### src/rtl/intc_pkg.sv
package intc_pkg;
  localparam int BANK_W     = 32;
  localparam int NUM_BANKS  = 2;
  localparam int BANK_IDX_W = (NUM_BANKS > 1) ? $clog2(NUM_BANKS) : 1;

  // Register offsets inside one bank window
  localparam logic [3:0] OFF_EVT  = 4'h0;
  localparam logic [3:0] OFF_MASK = 4'h4;
  localparam logic [3:0] OFF_ACK  = 4'h8;
  localparam logic [3:0] OFF_LVL  = 4'hC;

  typedef enum logic [1:0] {
    SEL_NONE = 2'd0,
    SEL_EVT  = 2'd1,
    SEL_MASK = 2'd2,
    SEL_LVL  = 2'd3
  } rdSel_e;

  typedef struct packed {
    logic [NUM_BANKS-1:0]  maskWr;
    logic [NUM_BANKS-1:0]  ackWr;
    logic                  rdStb;
    rdSel_e                rdSel;
    logic [BANK_IDX_W-1:0] rdBank;
  } ctlStb_t;
endpackage

### src/rtl/intc_ctrl.sv
module intc_ctrl
  import intc_pkg::*;
#(
  parameter int ADDR_W = 12
) (
  input  logic              clk,
  input  logic              rstN,
  input  logic              wrEn,
  input  logic              rdEn,
  input  logic [ADDR_W-1:0] addr,
  output ctlStb_t           stb
);
  localparam int WIN_W = ADDR_W - 4;

  logic [WIN_W-1:0]      winIdx;
  logic [WIN_W-1:0]      winRel;
  logic [3:0]            regOff;
  logic                  bankHit;
  logic [BANK_IDX_W-1:0] bankIdx;

  assign winIdx  = addr[ADDR_W-1:4];
  assign regOff  = addr[3:0];
  assign winRel  = winIdx - WIN_W'(1);
  assign bankHit = (winIdx >= WIN_W'(1)) && (winIdx <= WIN_W'(NUM_BANKS));
  assign bankIdx = winRel[BANK_IDX_W-1:0];

  always_comb begin
    stb        = '0;
    stb.rdSel  = SEL_NONE;
    stb.rdStb  = rdEn;
    stb.rdBank = bankIdx;
    for (int b = 0; b < NUM_BANKS; b++) begin
      if (wrEn && bankHit && (bankIdx == BANK_IDX_W'(b))) begin
        stb.maskWr[b] = (regOff == OFF_MASK);
        stb.ackWr[b]  = (regOff == OFF_ACK);
      end
    end
    if (bankHit) begin
      case (regOff)
        OFF_EVT:  stb.rdSel = SEL_EVT;
        OFF_MASK: stb.rdSel = SEL_MASK;
        OFF_LVL:  stb.rdSel = SEL_LVL;
        default:  stb.rdSel = SEL_NONE;
      endcase
    end
  end


  wr_strobe_onehot_chk: assert property (@(posedge clk) disable iff (!rstN)
    $onehot0({stb.maskWr, stb.ackWr}));


  outside_window_chk: assert property (@(posedge clk) disable iff (!rstN)
    ((addr[ADDR_W-1:4] == '0) || (addr[ADDR_W-1:4] > WIN_W'(NUM_BANKS)))
      |-> ((stb.maskWr == '0) && (stb.ackWr == '0) && (stb.rdSel == SEL_NONE)));


  no_write_idle_chk: assert property (@(posedge clk) disable iff (!rstN)
    !wrEn |-> ((stb.maskWr == '0) && (stb.ackWr == '0)));
endmodule

### src/rtl/intc_bank.sv
module intc_bank
  import intc_pkg::*;
#(
  parameter logic [BANK_W-1:0] LVL_MODE = '0
) (
  input  logic              clk,
  input  logic              rstN,
  input  logic [BANK_W-1:0] lineIn,
  input  logic              maskWr,
  input  logic              ackWr,
  input  logic [BANK_W-1:0] wrData,
  output logic [BANK_W-1:0] events,
  output logic [BANK_W-1:0] mask,
  output logic [BANK_W-1:0] levels,
  output logic              request
);
  logic [BANK_W-1:0] riseHit;
  logic [BANK_W-1:0] ackBits;

  // A rise is measured against the previously sampled level
  assign riseHit = lineIn & ~levels & ~LVL_MODE;
  assign ackBits = ackWr ? (wrData & ~LVL_MODE) : '0;
  assign request = |((events | (levels & LVL_MODE)) & mask);

  always_ff @(posedge clk) begin
    if (!rstN) begin
      events <= '0;
      mask   <= '0;
      levels <= '0;
    end else begin
      levels <= lineIn;
      events <= (events & ~ackBits) | riseHit;
      if (maskWr) mask <= wrData;
    end
  end


  lvl_never_pending_chk: assert property (@(posedge clk) disable iff (!rstN)
    (events & LVL_MODE) == '0);


  sticky_event_chk: assert property (@(posedge clk) disable iff (!rstN)
    !ackWr |=> ((events & $past(events)) == $past(events)));


  set_needs_rise_chk: assert property (@(posedge clk) disable iff (!rstN)
    1'b1 |=> ((events & ~$past(events) & ~($past(lineIn) & ~$past(levels))) == '0));


  mask_hold_chk: assert property (@(posedge clk) disable iff (!rstN)
    !maskWr |=> $stable(mask));
endmodule

### src/rtl/intc_datapath.sv
module intc_datapath
  import intc_pkg::*;
#(
  parameter logic [NUM_BANKS*BANK_W-1:0] LVL_MODE = '0
) (
  input  logic                        clk,
  input  logic                        rstN,
  input  ctlStb_t                     stb,
  input  logic [BANK_W-1:0]           wrData,
  input  logic [NUM_BANKS*BANK_W-1:0] irqIn,
  output logic [BANK_W-1:0]           rdData,
  output logic                        irqOut
);
  logic [BANK_W-1:0]    evtArr  [NUM_BANKS];
  logic [BANK_W-1:0]    maskArr [NUM_BANKS];
  logic [BANK_W-1:0]    lvlArr  [NUM_BANKS];
  logic [NUM_BANKS-1:0] reqVec;
  logic [BANK_W-1:0]    rdNext;
  logic                 anyMask;

  // Lines are crossed: bank b takes the slice counted from the top
  for (genvar b = 0; b < NUM_BANKS; b++) begin : g_bank
    intc_bank #(
      .LVL_MODE(LVL_MODE[b*BANK_W +: BANK_W])
    ) u_bank (
      .clk    (clk),
      .rstN   (rstN),
      .lineIn (irqIn[(NUM_BANKS-1-b)*BANK_W +: BANK_W]),
      .maskWr (stb.maskWr[b]),
      .ackWr  (stb.ackWr[b]),
      .wrData (wrData),
      .events (evtArr[b]),
      .mask   (maskArr[b]),
      .levels (lvlArr[b]),
      .request(reqVec[b])
    );
  end

  always_comb begin
    anyMask = 1'b0;
    for (int b = 0; b < NUM_BANKS; b++) anyMask = anyMask | (|maskArr[b]);
  end

  always_comb begin
    case (stb.rdSel)
      SEL_EVT:  rdNext = evtArr[stb.rdBank];
      SEL_MASK: rdNext = maskArr[stb.rdBank];
      SEL_LVL:  rdNext = lvlArr[stb.rdBank];
      default:  rdNext = '0;
    endcase
  end

  always_ff @(posedge clk) begin
    if (!rstN) begin
      rdData <= '0;
      irqOut <= 1'b0;
    end else begin
      irqOut <= |reqVec;
      if (stb.rdStb) rdData <= rdNext;
    end
  end


  masked_quiet_chk: assert property (@(posedge clk) disable iff (!rstN)
    !anyMask |=> !irqOut);


  rd_hold_chk: assert property (@(posedge clk) disable iff (!rstN)
    !stb.rdStb |=> $stable(rdData));
endmodule

### src/rtl/dual_bank_intc.sv
module dual_bank_intc
  import intc_pkg::*;
#(
  parameter int ADDR_W = 12,
  parameter logic [NUM_BANKS*BANK_W-1:0] LVL_MODE = {32'h1FF0_0000, 32'h0000_0000}
) (
  input  logic                        clk,
  input  logic                        rstN,
  input  logic                        wrEn,
  input  logic                        rdEn,
  input  logic [ADDR_W-1:0]           addr,
  input  logic [BANK_W-1:0]           wrData,
  output logic [BANK_W-1:0]           rdData,
  input  logic [NUM_BANKS*BANK_W-1:0] irqIn,
  output logic                        irqOut
);
  ctlStb_t stb;

  intc_ctrl #(.ADDR_W(ADDR_W)) u_ctrl (
    .clk (clk),
    .rstN(rstN),
    .wrEn(wrEn),
    .rdEn(rdEn),
    .addr(addr),
    .stb (stb)
  );

  intc_datapath #(.LVL_MODE(LVL_MODE)) u_dp (
    .clk   (clk),
    .rstN  (rstN),
    .stb   (stb),
    .wrData(wrData),
    .irqIn (irqIn),
    .rdData(rdData),
    .irqOut(irqOut)
  );
endmodule

### config.mk
export PLATFORM = sky130hd
export DESIGN_NAME = dual_bank_intc
export DESIGN_NICKNAME = d
export VERILOG_FILES = /design/src/rtl/intc_pkg.sv /design/src/rtl/intc_ctrl.sv /design/src/rtl/intc_bank.sv /design/src/rtl/intc_datapath.sv /design/src/rtl/dual_bank_intc.sv
export SDC_FILE = /design/constraint.sdc
export NUM_CORES = 1
export LEC_CHECK = 0
export ABC_AREA = 1
export BUFFER_PORTS_ARGS = -buffer_cell sky130_fd_sc_hd__buf_2
export CAP_MARGIN = 5
export CORE_ASPECT_RATIO = 0.8
export CORE_MARGIN = 1.5
export CORE_UTILIZATION = 41
export DETAILED_ROUTE_END_ITERATION = 16
export PLACE_DENSITY = 0.62
export SYNTH_ARGS = -nofsm -noshare
export SYNTH_HDL_FRONTEND = slang
export SYNTH_SLANG_ARGS = --single-unit
### constraint.sdc
create_clock -name clk -period 2 [get_ports clk]
set_clock_uncertainty 0.05 [all_clocks]
set_input_delay 0 -clock clk [delete_from_list [all_inputs] [get_ports clk]]
set_output_delay 0 -clock clk [all_outputs]
set_load 0.005 [all_outputs]
* After elaboration in Yosys (flattened, before gate mapping) *
Index checks and enable logic that the tools add are counted.

operators by class
  multiplexer cells = 18
  add/sub/neg operators = 1
  order comparisons = 3
  equal/unequal tests = 6
  bitwise logic cells = 15
  reductions and logical operators = 6

operator list
  operator                                                                number
  32-bit 2-to-1 mux                                                       11
  32-bit AND                                                              6
  32-bit inverter                                                         4
  32-bit one-hot mux with 3 select lines                                  1
  32-bit OR                                                               2
  64-bit OR reduction                                                     1
  32-bit by 29-bit OR with 32-bit output                                  1
  4-bit == test (second input constant)                                   2
  8-bit by 1-bit >= comparator with 1-bit output (second input constant)  1
  8-bit by 2-bit <= comparator with 1-bit output (second input constant)  1
  2-bit one-hot mux with 3 select lines                                   1
  2-bit == test (second input constant)                                   2
  4-bit by 3-bit == test with 1-bit output (second input constant)        1
  1-bit logical AND                                                       4
  4-bit logical NOT                                                       1
  1-bit 2-to-1 mux                                                        4
  2-bit by 1-bit == test with 1-bit output (second input constant)        1
  2-bit >= comparator (second input constant)                             1
  2-bit 2-to-1 mux                                                        1
  1-bit inverter with 2-bit output                                        1
  1-bit inverter                                                          1
  1-bit subtractor (second input constant)                                1

storage, ports and cells
  output and inout bits = 33
  input port bits = 112
  register bits = 225

* Depth between registers and ports, before layout *
Gate-level depths: netlist of run 1.

  word-level depth = 9
  depth in mapped cells = 11
  depth with buffers taken out = 8

* Hierarchy *
Synthesis of run 1 repeated with hierarchy kept, for this count alone.

unflattened totals
  cells, all modules = 1516
  area total of the unflattened synthesis = 9873.2 µm²

by module, submodules not included
  module                             area each (µm²)  cells each  times used  sequential area each (µm²)
  intc_bank (u_dp.g_bank[0].u_bank)  3384.5           436         1           1921.8
  intc_datapath                      3256.9           660         1           660.6
  intc_bank (u_dp.g_bank[1].u_bank)  3098.0           389         1           1741.7
  intc_ctrl                          133.9            31          1           0.0

* Worst setup path before layout of run 1 *
OpenSTA, ideal clock, no wires.

  kind = in2reg
  from = in addr[4]
  to = reg u_dp.g_bank[1].u_bank.events[10]
  path buffers = 2
  cell stages on the path = 9
  arrival time = 1293 ps
  setup time = 120 ps
  slack = 537 ps
  required time = 1830 ps
  path through = clkbuf_2 -> inv_2 -> nand2_1 -> nand3_1 -> nor3b_4 -> nand3_1 -> clkbuf_1 -> nor2_1 -> o22ai_1

between the ends
  word-level cells in the longest chain between the ends = 9
  elaborated cells between the ends (all ways) = 11
  classes of those cells = add/sub (1); order compare (2); mux (2); bitwise (3); reduce/logical (3)

RTL lines
  what                                                                                                                     line                  text
  start, declared                                                                                                          dual_bank_intc.sv:11  input logic [ADDR_W-1:0] addr,
  8-bit by 1-bit >= comparator with 1-bit output / 8-bit by 2-bit <= comparator with 1-bit output (equally long branches)  intc_ctrl.sv:24       assign bankHit = (winIdx >= WIN_W'(1)) && (winIdx <= WIN_W'(NUM_BANKS));
  1-bit logical AND                                                                                                        intc_ctrl.sv:24
  1-bit logical AND                                                                                                        intc_ctrl.sv:33       if (wrEn && bankHit && (bankIdx == BANK_IDX_W'(b))) begin
  1-bit logical AND *                                                                                                      intc_ctrl.sv:33
  1-bit 2-to-1 mux *                                                                                                       intc_ctrl.sv:33
  32-bit 2-to-1 mux *                                                                                                      intc_bank.sv:22       assign ackBits = ackWr ? (wrData & ~LVL_MODE) : '0;
  32-bit inverter *                                                                                                        intc_bank.sv:32       events <= (events & ~ackBits) | riseHit;
  32-bit AND *                                                                                                             intc_bank.sv:32
  32-bit OR *                                                                                                              intc_bank.sv:32
  end signal, assigned                                                                                                     intc_bank.sv:32
  end, declared                                                                                                            intc_bank.sv:12       output logic [BANK_W-1:0] events,

Every way passes the cells marked *; elsewhere a longest branch is shown, timed or not.
A chain may end at the register's enable or synchronous reset.

* Worst setup path in the final report of run 1 *
  from = in addr[11]
  to = reg u_dp.g_bank[1].u_bank.mask[23]

between the ends
  word-level cells in the longest chain between the ends = 5
  elaborated cells between the ends (all ways) = 6
  classes of those cells = order compare (2); mux (1); reduce/logical (3)

RTL lines
  what                                                                                                                     line             text
  8-bit by 1-bit >= comparator with 1-bit output / 8-bit by 2-bit <= comparator with 1-bit output (equally long branches)  intc_ctrl.sv:24
  1-bit logical AND *                                                                                                      intc_ctrl.sv:24
  1-bit logical AND * (2 in series)                                                                                        intc_ctrl.sv:33
  1-bit 2-to-1 mux *                                                                                                       intc_ctrl.sv:33
  end signal, assigned                                                                                                     intc_bank.sv:33  if (maskWr) mask <= wrData;
  end, declared                                                                                                            intc_bank.sv:13  output logic [BANK_W-1:0] mask,

Marks and branches as above.

==> results of run 1 <==
final cells by class:
type	instances	area (um^2)
tap	312	390
clock inverter	9	104
timing repair buffer	290	2140
inverter	167	627
multi-input combinational	1001	4490
clock buffer	32	659
fill	2291	10700
sequential	216	4320
how the worst max path moves through the flow:
stage,slack [ns],startpoint,end
after CTS,0.45,addr[11],u_dp.g_bank[1].u_bank.mask[23]
final,0.39,addr[11],u_dp.g_bank[1].u_bank.mask[23]
after floorplan,0.54,addr[4],u_dp.g_bank[1].u_bank.events[10]
after global placement,0.42,addr[1],u_dp.rdData[30]
after detailed placement,0.38,addr[1],u_dp.rdData[22]
after global routing,0.29,addr[11],u_dp.g_bank[1].u_bank.mask[23]
layout by cell type (no fill, tap or decap):
cell,instances
dlygate4sd3_1,109
clkbuf_1,4
buf_2,142
clkinv_2,4
clkbuf_16,23
nor3b_4,1
or2_2,1
clkinvlp_4,2
nand4_1,98
a22o_1,8
clkbuf_8,5
nand2_1,490
a21oi_1,64
buf_12,4
nor2_1,143
nor2_2,3
buf_4,35
nand3_1,69
o21ai_1,1
inv_1,164
nand3_2,1
clkinv_1,1
nor2_4,2
bufinv_16,2
o21ai_0,54
inv_6,1
inv_2,2
o22ai_1,66
dfxtp_1,216
worst reg2reg max path: stages (launching register included):
cell and delay [ns]:
dfxtp_1 0.35, nand2_1 0.08, nand2_1 0.06, nor2_1 0.11, nand4_1 0.21, nor2_1 0.25
nand2_1 0.08, nor2_1 0.09, nor2_1 0.06
stage by stage:
step / hold WS, ns / total power, mW / area, um^2 / setup slack [ns]
2_1_floorplan: 0.0476 / 5.09 / 9810 / 0.537
3_3_place_gp: 0.134 / 5.43 / 10900 / 0.416
3_5_place_dp: 0.140 / 5.44 / 10900 / 0.379
4_1_cts: 0.0218 / 9.92 / 12700 / 0.451
5_1_grt: 0.0425 / 10.2 / 12700 / 0.285
6_report: 0.0423 / 9.86 / 12700 / 0.390
state kept, by name (all words and copies together), names as in the netlist:
register                   cells
u_dp.g_bank.u_bank.mask       64
u_dp.rdData                   32
u_dp.irqOut                    1
u_dp.g_bank.u_bank.levels     64
u_dp.g_bank.u_bank.events     55
per-layer routing:
metal  global-route usage  vias to the layer above  share of wire
met5                    0                        -              0
met4               0.0675                        0          0.019
li1                     -                     5199              -
met1                0.380                     4731           0.49
met2                0.374                      362           0.42
met3               0.0402                       46          0.075
cells by family (layout without fill, tap and decap cells):
family / Yosys count / count (layout)
flip-flops: 216 / 216
AND/OR/NAND/NOR: 808 / 808
AO/OA/AOI/OAI: 193 / 193
buffers and inverters: 267 / 498
Yosys cell counts:
| cell | instances |
|---|---|
| nand4_1 | 98 |
| o22ai_1 | 66 |
| clkinv_1 | 1 |
| clkbuf_1 | 83 |
| nor2_1 | 146 |
| a21oi_1 | 64 |
| clkbuf_2 | 1 |
| nor3b_4 | 1 |
| inv_2 | 1 |
| buf_2 | 9 |
| inv_1 | 165 |
| buf_1 | 7 |
| a22o_1 | 8 |
| o21ai_0 | 54 |
| nand3_1 | 69 |
| dfxtp_1 | 216 |
| or2_2 | 1 |
| o21ai_1 | 1 |
| nand2_1 | 490 |
| nand3_2 | 1 |
| nor2_2 | 2 |
power by group through the flow:
stage	Combinational (mW)	Clock, mW	Sequential, mW
after floorplan	0.435	0	4.65
after global placement	0.734	0	4.69
after detailed placement	0.742	0	4.69
after CTS	0.907	4.41	4.60
after global routing	1.01	4.60	4.62
final	0.915	4.34	4.61
==> metrics.md, run 1 <==
| Metric | Value |
|---|---|
| Outcome | finished, final reports clean |
| Tmin final | between 1.5 and 2 ns |
| Via/cell ratio | 5.10 |
| Die Area | approximately 0.025 mm^2 |
| Mean Syn Cell Area | around 6.6 um^2 |
| Vias | ~10,000 |
| Io pins | 145 |
| Startpoint Class | input pin |
| Synthesized Nets | about 1,600 |
| Period utilisation layout | 0.805 |
| CTS H-tree lvls | 1 |
| Hold Path Origin | wrEn |
| Final Core Density | 0.543 |
| Max_slew headroom | 0.523 |
| Iteration-0 DRC Markers | 987 |
| Max Clock Freq | 621 MHz |
| Post-Synth Adder-Cell Area | 0 |
| Clock power share | 0.440 |
| Warnings from Yosys | 0 |
| Comb power frac | 0.093 |
| WP data arrival | ~2.0 ns |
| Die height | ~140 um |
| Critical-path cell list | buf_2, nor2_1, nand3_1, nor3b_4, nand3_2, buf_4, nor2_1, nor2_1, dlygate4sd3_1 |
| # hold bufs at CTS | ~110 |
| Clock Tree Root | clkbuf_16 |
| Initial core utilization | 0.418 |
| Grt ovf | 0 |
| Post-Synth Simple-Gate Area | 0.346 |
| CP bufs+invs | 3 |
| DRC | 0 |
| Peak supply drop | between 0.5 and 0.6 mV |
| Nets | about 1,800 |
| Critical path class | input pin to flip-flop |
| DP HPWL | just over 20 mm |
| Psw | approximately 2.4 mW |
| Gpl congestion | approximately 0.83 |
| Sequential element share of the synthesized area | 0.441 |
| CORE AREA | about 0.023 mm^2 |
| Largest net degree at the start of global routing | about 190 |
| R2R Path Start | u_dp.g_bank[0].u_bank.events[12] |
| Sw Ratio | 0.247 |
| Area grow syn2layout | 29.8% |
| Max_cap viols | 0 |
| Mapped Area | approximately 0.01 mm^2 |
| Worst min-delay path class | input pin to flip-flop |
| Die X | ~180 um |
| Flops & latches, synth | around 220 |
| Dpl cells | 1,877 |
| Clk buf depth | 3 |
| Final TNS setup | 0 ns |
| Vias in the first global route | about 9,300 |
| Element type at the critical path end | flip-flop |
| Worst slew pin tran | between 0.7 and 0.8 ns |
| Crit Path Max Fanout | 42 |
| CTS resizes | 0 |
| CP max stage cell | dlygate4sd3_1 |
| WL per Instance | about 16 um |
| Clock buffer count from CTS | 23 |
| DR pass1 iterations | 6 |
| CTS tree | yes |
| CP required | roughly 2.4 ns |
| Antenna diodes | 0 |
| Mapped Cells | 1,484 |
| Top cell type by total area after synthesis | dfxtp_1 |
| Netlist cell types | 21 |
| Critical path depth in cells | 9 |
| Area share of the largest cell type after synthesis | 0.441 |
| Synth Area in XOR/XNOR | 0 |
| RSZ-0062 raised after global routing | false |
| Clk sinks | between 200 and 250 |
| Row count | 50 |
| Initial antenna violation count | 0 |
| Ranking of synthesized cells by area | dfxtp_1 44%, nand2_1 19%, inv_1 6.3% |
| First-pass GRT wire length | 50.3 mm |
| Register-to-Register Path Depth | 8 |
| Post-synthesis mux area share | 0 |
| Most Frequent Cell on Critical Path | nor2_1 |
| Routed wire length | 32.0 mm |
| Layout cells sized above 1 | 0.133 |
| Final Setup Violations | 0 |
| Leak | between 6 and 7 nW |
| PortBufs | 144 |
| Final-report hold violation count | 0 |
| GRT Overall Usage | 0.253 |
| Setup repair bufs after CTS | 0 |
| CP peak stage delay | between 0.5 and 0.6 ns |
| Critical path's top delay family | simple AND/OR/NAND/NOR gates |
| Clock transition at path regs | approximately 0.06 ns |
| Post-synthesis compound-gate area fraction | 0.110 |
| Latest clock arrival within the worst-skew pair | roughly 0.52 ns |
| Terminus of the critical flop-to-flop path | u_dp.irqOut |
| Largest family of logic cells by synthesized area | simple AND/OR/NAND/NOR gates |
| Slew Limit Fails | 0 |
| Endpoint, Worst Hold | u_dp.g_bank[0].u_bank.mask[29] |
| Power Density | between 700 and 800 mW/mm^2 |
| Post-Layout Cell Count | ~2,000 |
| Worst reg2reg setup slack | 0.54 ns |
| Sequential power share | 0.467 |
| Hold Path Depth | 5 |
| Final ANT Viol Nets | 0 |
| Int Power | 7.43 mW |
Note: power is estimated with default switching activity, not from simulation.
==> run 2, diff against run 1 <==
--- a/config.mk
+++ b/config.mk
@@ -5,14 +5,14 @@
 export SDC_FILE = /design/constraint.sdc
 export NUM_CORES = 1
 export LEC_CHECK = 0
-export ABC_AREA = 1
+export ABC_AREA = 0
 export BUFFER_PORTS_ARGS = -buffer_cell sky130_fd_sc_hd__buf_2
 export CAP_MARGIN = 5
 export CORE_ASPECT_RATIO = 0.8
 export CORE_MARGIN = 1.5
 export CORE_UTILIZATION = 41
 export DETAILED_ROUTE_END_ITERATION = 16
-export PLACE_DENSITY = 0.62
+export PLACE_DENSITY = 0.64
 export SYNTH_ARGS = -nofsm -noshare
 export SYNTH_HDL_FRONTEND = slang
 export SYNTH_SLANG_ARGS = --single-unit
==> constraint.sdc (replaced) <==
create_clock -name clk -period 1.3 [get_ports clk]
set_clock_uncertainty 0.05 [all_clocks]
set_input_delay 0 -clock clk [delete_from_list [all_inputs] [get_ports clk]]
set_output_delay 0 -clock clk [all_outputs]
set_load 0.005 [all_outputs]
==> metrics.md, run 2 <==
| Metric | Value |
|---|---|
| Nets | 1,398 (-23%) |
| Crit Path Max Fanout | 2 (-95%) |
| Initial antenna violation count | 0 (unchanged) |
| Commonest cells in the netlist | 216 x dfxtp_1, 153 x nand2_1, 88 x a21boi_0 |
| Ranking of synthesized cells by area | dfxtp_1 47%, mux2i_1 7.5%, a21boi_0 7.1% |
| Final TNS setup | -1.16 ns (-1.16 ns) |
| Sequential power share | 0.465 (-0.002) |
| Clock Tree Root | clkbuf_16 |
| Ys async rst share | 0 (unchanged) |
| Mapped Area | 0.00926 mm^2 (-5.6%) |
| CTS H-tree lvls | 1 (unchanged) |
| Initial core utilization | 0.424 (+0.00541) |
| Die height | 137 um (-2.8%) |
| Vias | 8,338 (-19%) |
| Clock buffer count from CTS | 23 (unchanged) |
| Period utilisation layout | 1.16 |
| Outcome | finished, violations left |
| RSZ-0062 raised after global routing | true |
| Grt ovf | 0 (unchanged) |
| First-pass GRT wire length | 46.2 mm (-8.1%) |
| Most frequent cells in the layout | 195 x dfxtp_1, 153 x nand2_1, 142 x buf_2, 111 x buf_4, 99 x dlygate4sd3_1 |
| Vias in the first global route | 8,163 (-12%) |
| Largest net degree at the start of global routing | 58 (-69%) |
| Max Clock Freq | 662 MHz |
| Comb power frac | 0.101 (+0.008) |
| Peak supply drop | 1.01 mV (+100%) |
| Most common library cell in the layout ignoring fill and taps | dfxtp_1 |
| GRT Overall Usage | 0.260 (+0.00661) |
| CP required | 1.65 ns (-0.72 ns) |
| Power Density | 1160 mW/mm^2 (+50%) |
| Gpl congestion | 0.870 (+5.1%) |
| Antenna diodes | 0 (unchanged) |
| Leak | 5.44 nW (-12%) |
| Final ANT Viol Nets | 0 (unchanged) |
| Post-synth EDFFs | 0 (unchanged) |
| Die Area | 0.0235 mm^2 (-5.5%) |
| DR pass1 iterations | 5 (-1) |
| Synthesized Nets | 1,065 (-33%) |
| Row count | 48 (-4.0%) |
| Max_cap viols | 0 (unchanged) |
| Sw Ratio | 0.233 (-0.0143) |
| Psw | 3.53 mW (+45%) |
| Mean Syn Cell Area | 9.72 um^2 (+47%) |
| CTS tree | yes |
| Top cell type by total area after synthesis | dfxtp_1 |
| Int Power | 11.7 mW (+57%) |
| Worst min-delay path class | input pin to flip-flop |
| Latest clock arrival within the worst-skew pair | 0.52 ns (about the same) |
| Io pins | 145 (unchanged) |
| DRC | 0 (unchanged) |
| Critical path class | flip-flop to flip-flop |
| Final WS setup | -0.210 ns (-0.600 ns) |
| Sequential element share of the synthesized area | 0.467 (+0.0262) |
| Slew Limit Fails | 0 (unchanged) |
| Clock power share | 0.434 (-0.006) |
| Most common cell in the netlist | dfxtp_1 |
| Largest registers | u_dp.g_bank.u_bank.levels: 64 flops, u_dp.g_bank.u_bank.mask: 64 flops, u_dp.g_bank.u_bank.events: 55 flops |
| Netlist cell types | 34 (+62%) |
| Reg area | 0.00436 mm^2 (+0.72%) |
| Post-DP Area | 0.0112 mm^2 (+2.6%) |
| Main synth FF type | dfxtp_1 |
| Die X | 171 um (-2.8%) |
| Clk buf depth | 3 (unchanged) |
| Worst slew pin tran | 1.09 ns (+0.370 ns) |
| Flops & latches, synth | 216 (unchanged) |
| Element type at the critical path end | flip-flop |
| Max_slew headroom | 0.273 (-0.250) |
| WL per Instance | 19.0 um (+20%) |
| DP HPWL | 20.3 mm (-1.7%) |
| Area of the multi-input gates | 0.00469 mm^2 (+4.5%) |
| Failing checks | negative setup slack |
| Final-report hold violation count | 0 (unchanged) |
| Power Total | 15.2 mW (+54%) |
| Tmin final | 1.51 ns |
| CORE AREA | 0.0219 mm^2 (-6.8%) |
| Iteration-0 DRC Markers | 524 (-47%) |
| Fill cells | 1,899 (-17%) |
| WP data arrival | 1.86 ns (-0.12 ns) |
| Area share of the largest cell type after synthesis | 0.467 (+0.0262) |
| Layout cells sized above 1 | 0.284 (+0.151) |
| PortBufs | 144 (unchanged) |
| Startpoint Class | flip-flop |
| Mapped Cells | 953 (-36%) |
| Clock transition at path regs | 0.06 ns (about the same) |
| Final Setup Violations | 10 (+10) |
| Clk sinks | 216 (unchanged) |
| Area grow syn2layout | 41.4% |
| Via/cell ratio | 5.21 (+2.1%) |
| Warnings from Yosys | 0 (unchanged) |
| Final Instance Area | 0.0131 mm^2 (+2.8%) |
| Routed wire length | 30.4 mm (-5.0%) |
-- run 2: metal layers --
metal,routed length (um),global-route usage,share of wire
met5,0,0,0
met3,2090,0.0468,0.069
met1,14200,0.358,0.47
met2,13300,0.418,0.44
met4,781,0.0736,0.026
-- run 2: power groups by stage --
| stage | clock (mW) | combinational, mW | sequential, mW |
|---|---|---|---|
| floorplan | 0 | 0.681 | 7.11 |
| global placement | 0 | 1.26 | 7.19 |
| detailed placement | 0 | 1.28 | 7.19 |
| CTS | 6.65 | 1.52 | 7.05 |
| global route | 6.92 | 1.66 | 7.08 |
| finish | 6.59 | 1.53 | 7.07 |
-- run 2: per-stage QoR --
stage               hold slack (ns)  instances  utilization  setup slack, ns
floorplan                    0.0717        953            -          -0.0423
global placement              0.160       1456        0.511           -0.305
detailed placement            0.160       1456        0.511           -0.317
CTS                          0.0615       1599        0.596           -0.161
global route                 0.0686       1601        0.599           -0.233
finish                       0.0564       1601        0.599           -0.210
-- run 2: area by class of cell --
| class | count | share of cell area |
|---|---|---|
| multi-input combinational | 670 | 0.358 |
| clock inverter | 5 | 0.00411 |
| sequential | 216 | 0.333 |
| tap | 300 | 0.0287 |
| clock buffer | 35 | 0.0535 |
| timing repair buffer | 374 | 0.223 |
| inverter | 1 | 0.000287 |
-- run 2: timing repair --
item	4_1_cts	5_1_grt
hold buffers	99	0
gates resized for setup	30	21
pin swaps	2	4
buffers inserted	4	3
setup endpoints to repair	11	20
endpoints found under the hold margin	183	0
-- run 2: cell families after synthesis --
logic type / Yosys count / share of synthesized area
buffers and inverters: 67 / 0.0339
DFF: 216 / 0.467
xor gates and xnor gates: 1 / 0.000946
AOI/OAI and AO/OA: 285 / 0.234
muxes: 78 / 0.0965
and+or+nand+nor: 306 / 0.168
-- run 2: critical path: stages, from the launching register on --
cell and delay (ns):
dfxtp_2 0.33, a22o_1 0.26, a221oi_2 0.29, buf_4 0.18, nand4_1 0.06, nor3_1 0.14, a21boi_1 0.09
-- run 2: worst paths after layout --
check | from | end | slack, ns | depth (start not counted)
setup reg to reg | u_dp.g_bank[1].u_bank.events[14] | u_dp.irqOut | -0.21 | 6
setup / recovery | u_dp.g_bank[1].u_bank.events[14] | u_dp.irqOut | -0.21 | 6
hold / removal | rdEn | u_dp.rdData[17] | 0.06 | 3
hold reg to reg | u_dp.g_bank[1].u_bank.mask[19] | u_dp.g_bank[1].u_bank.mask[19] | 0.42 | 2
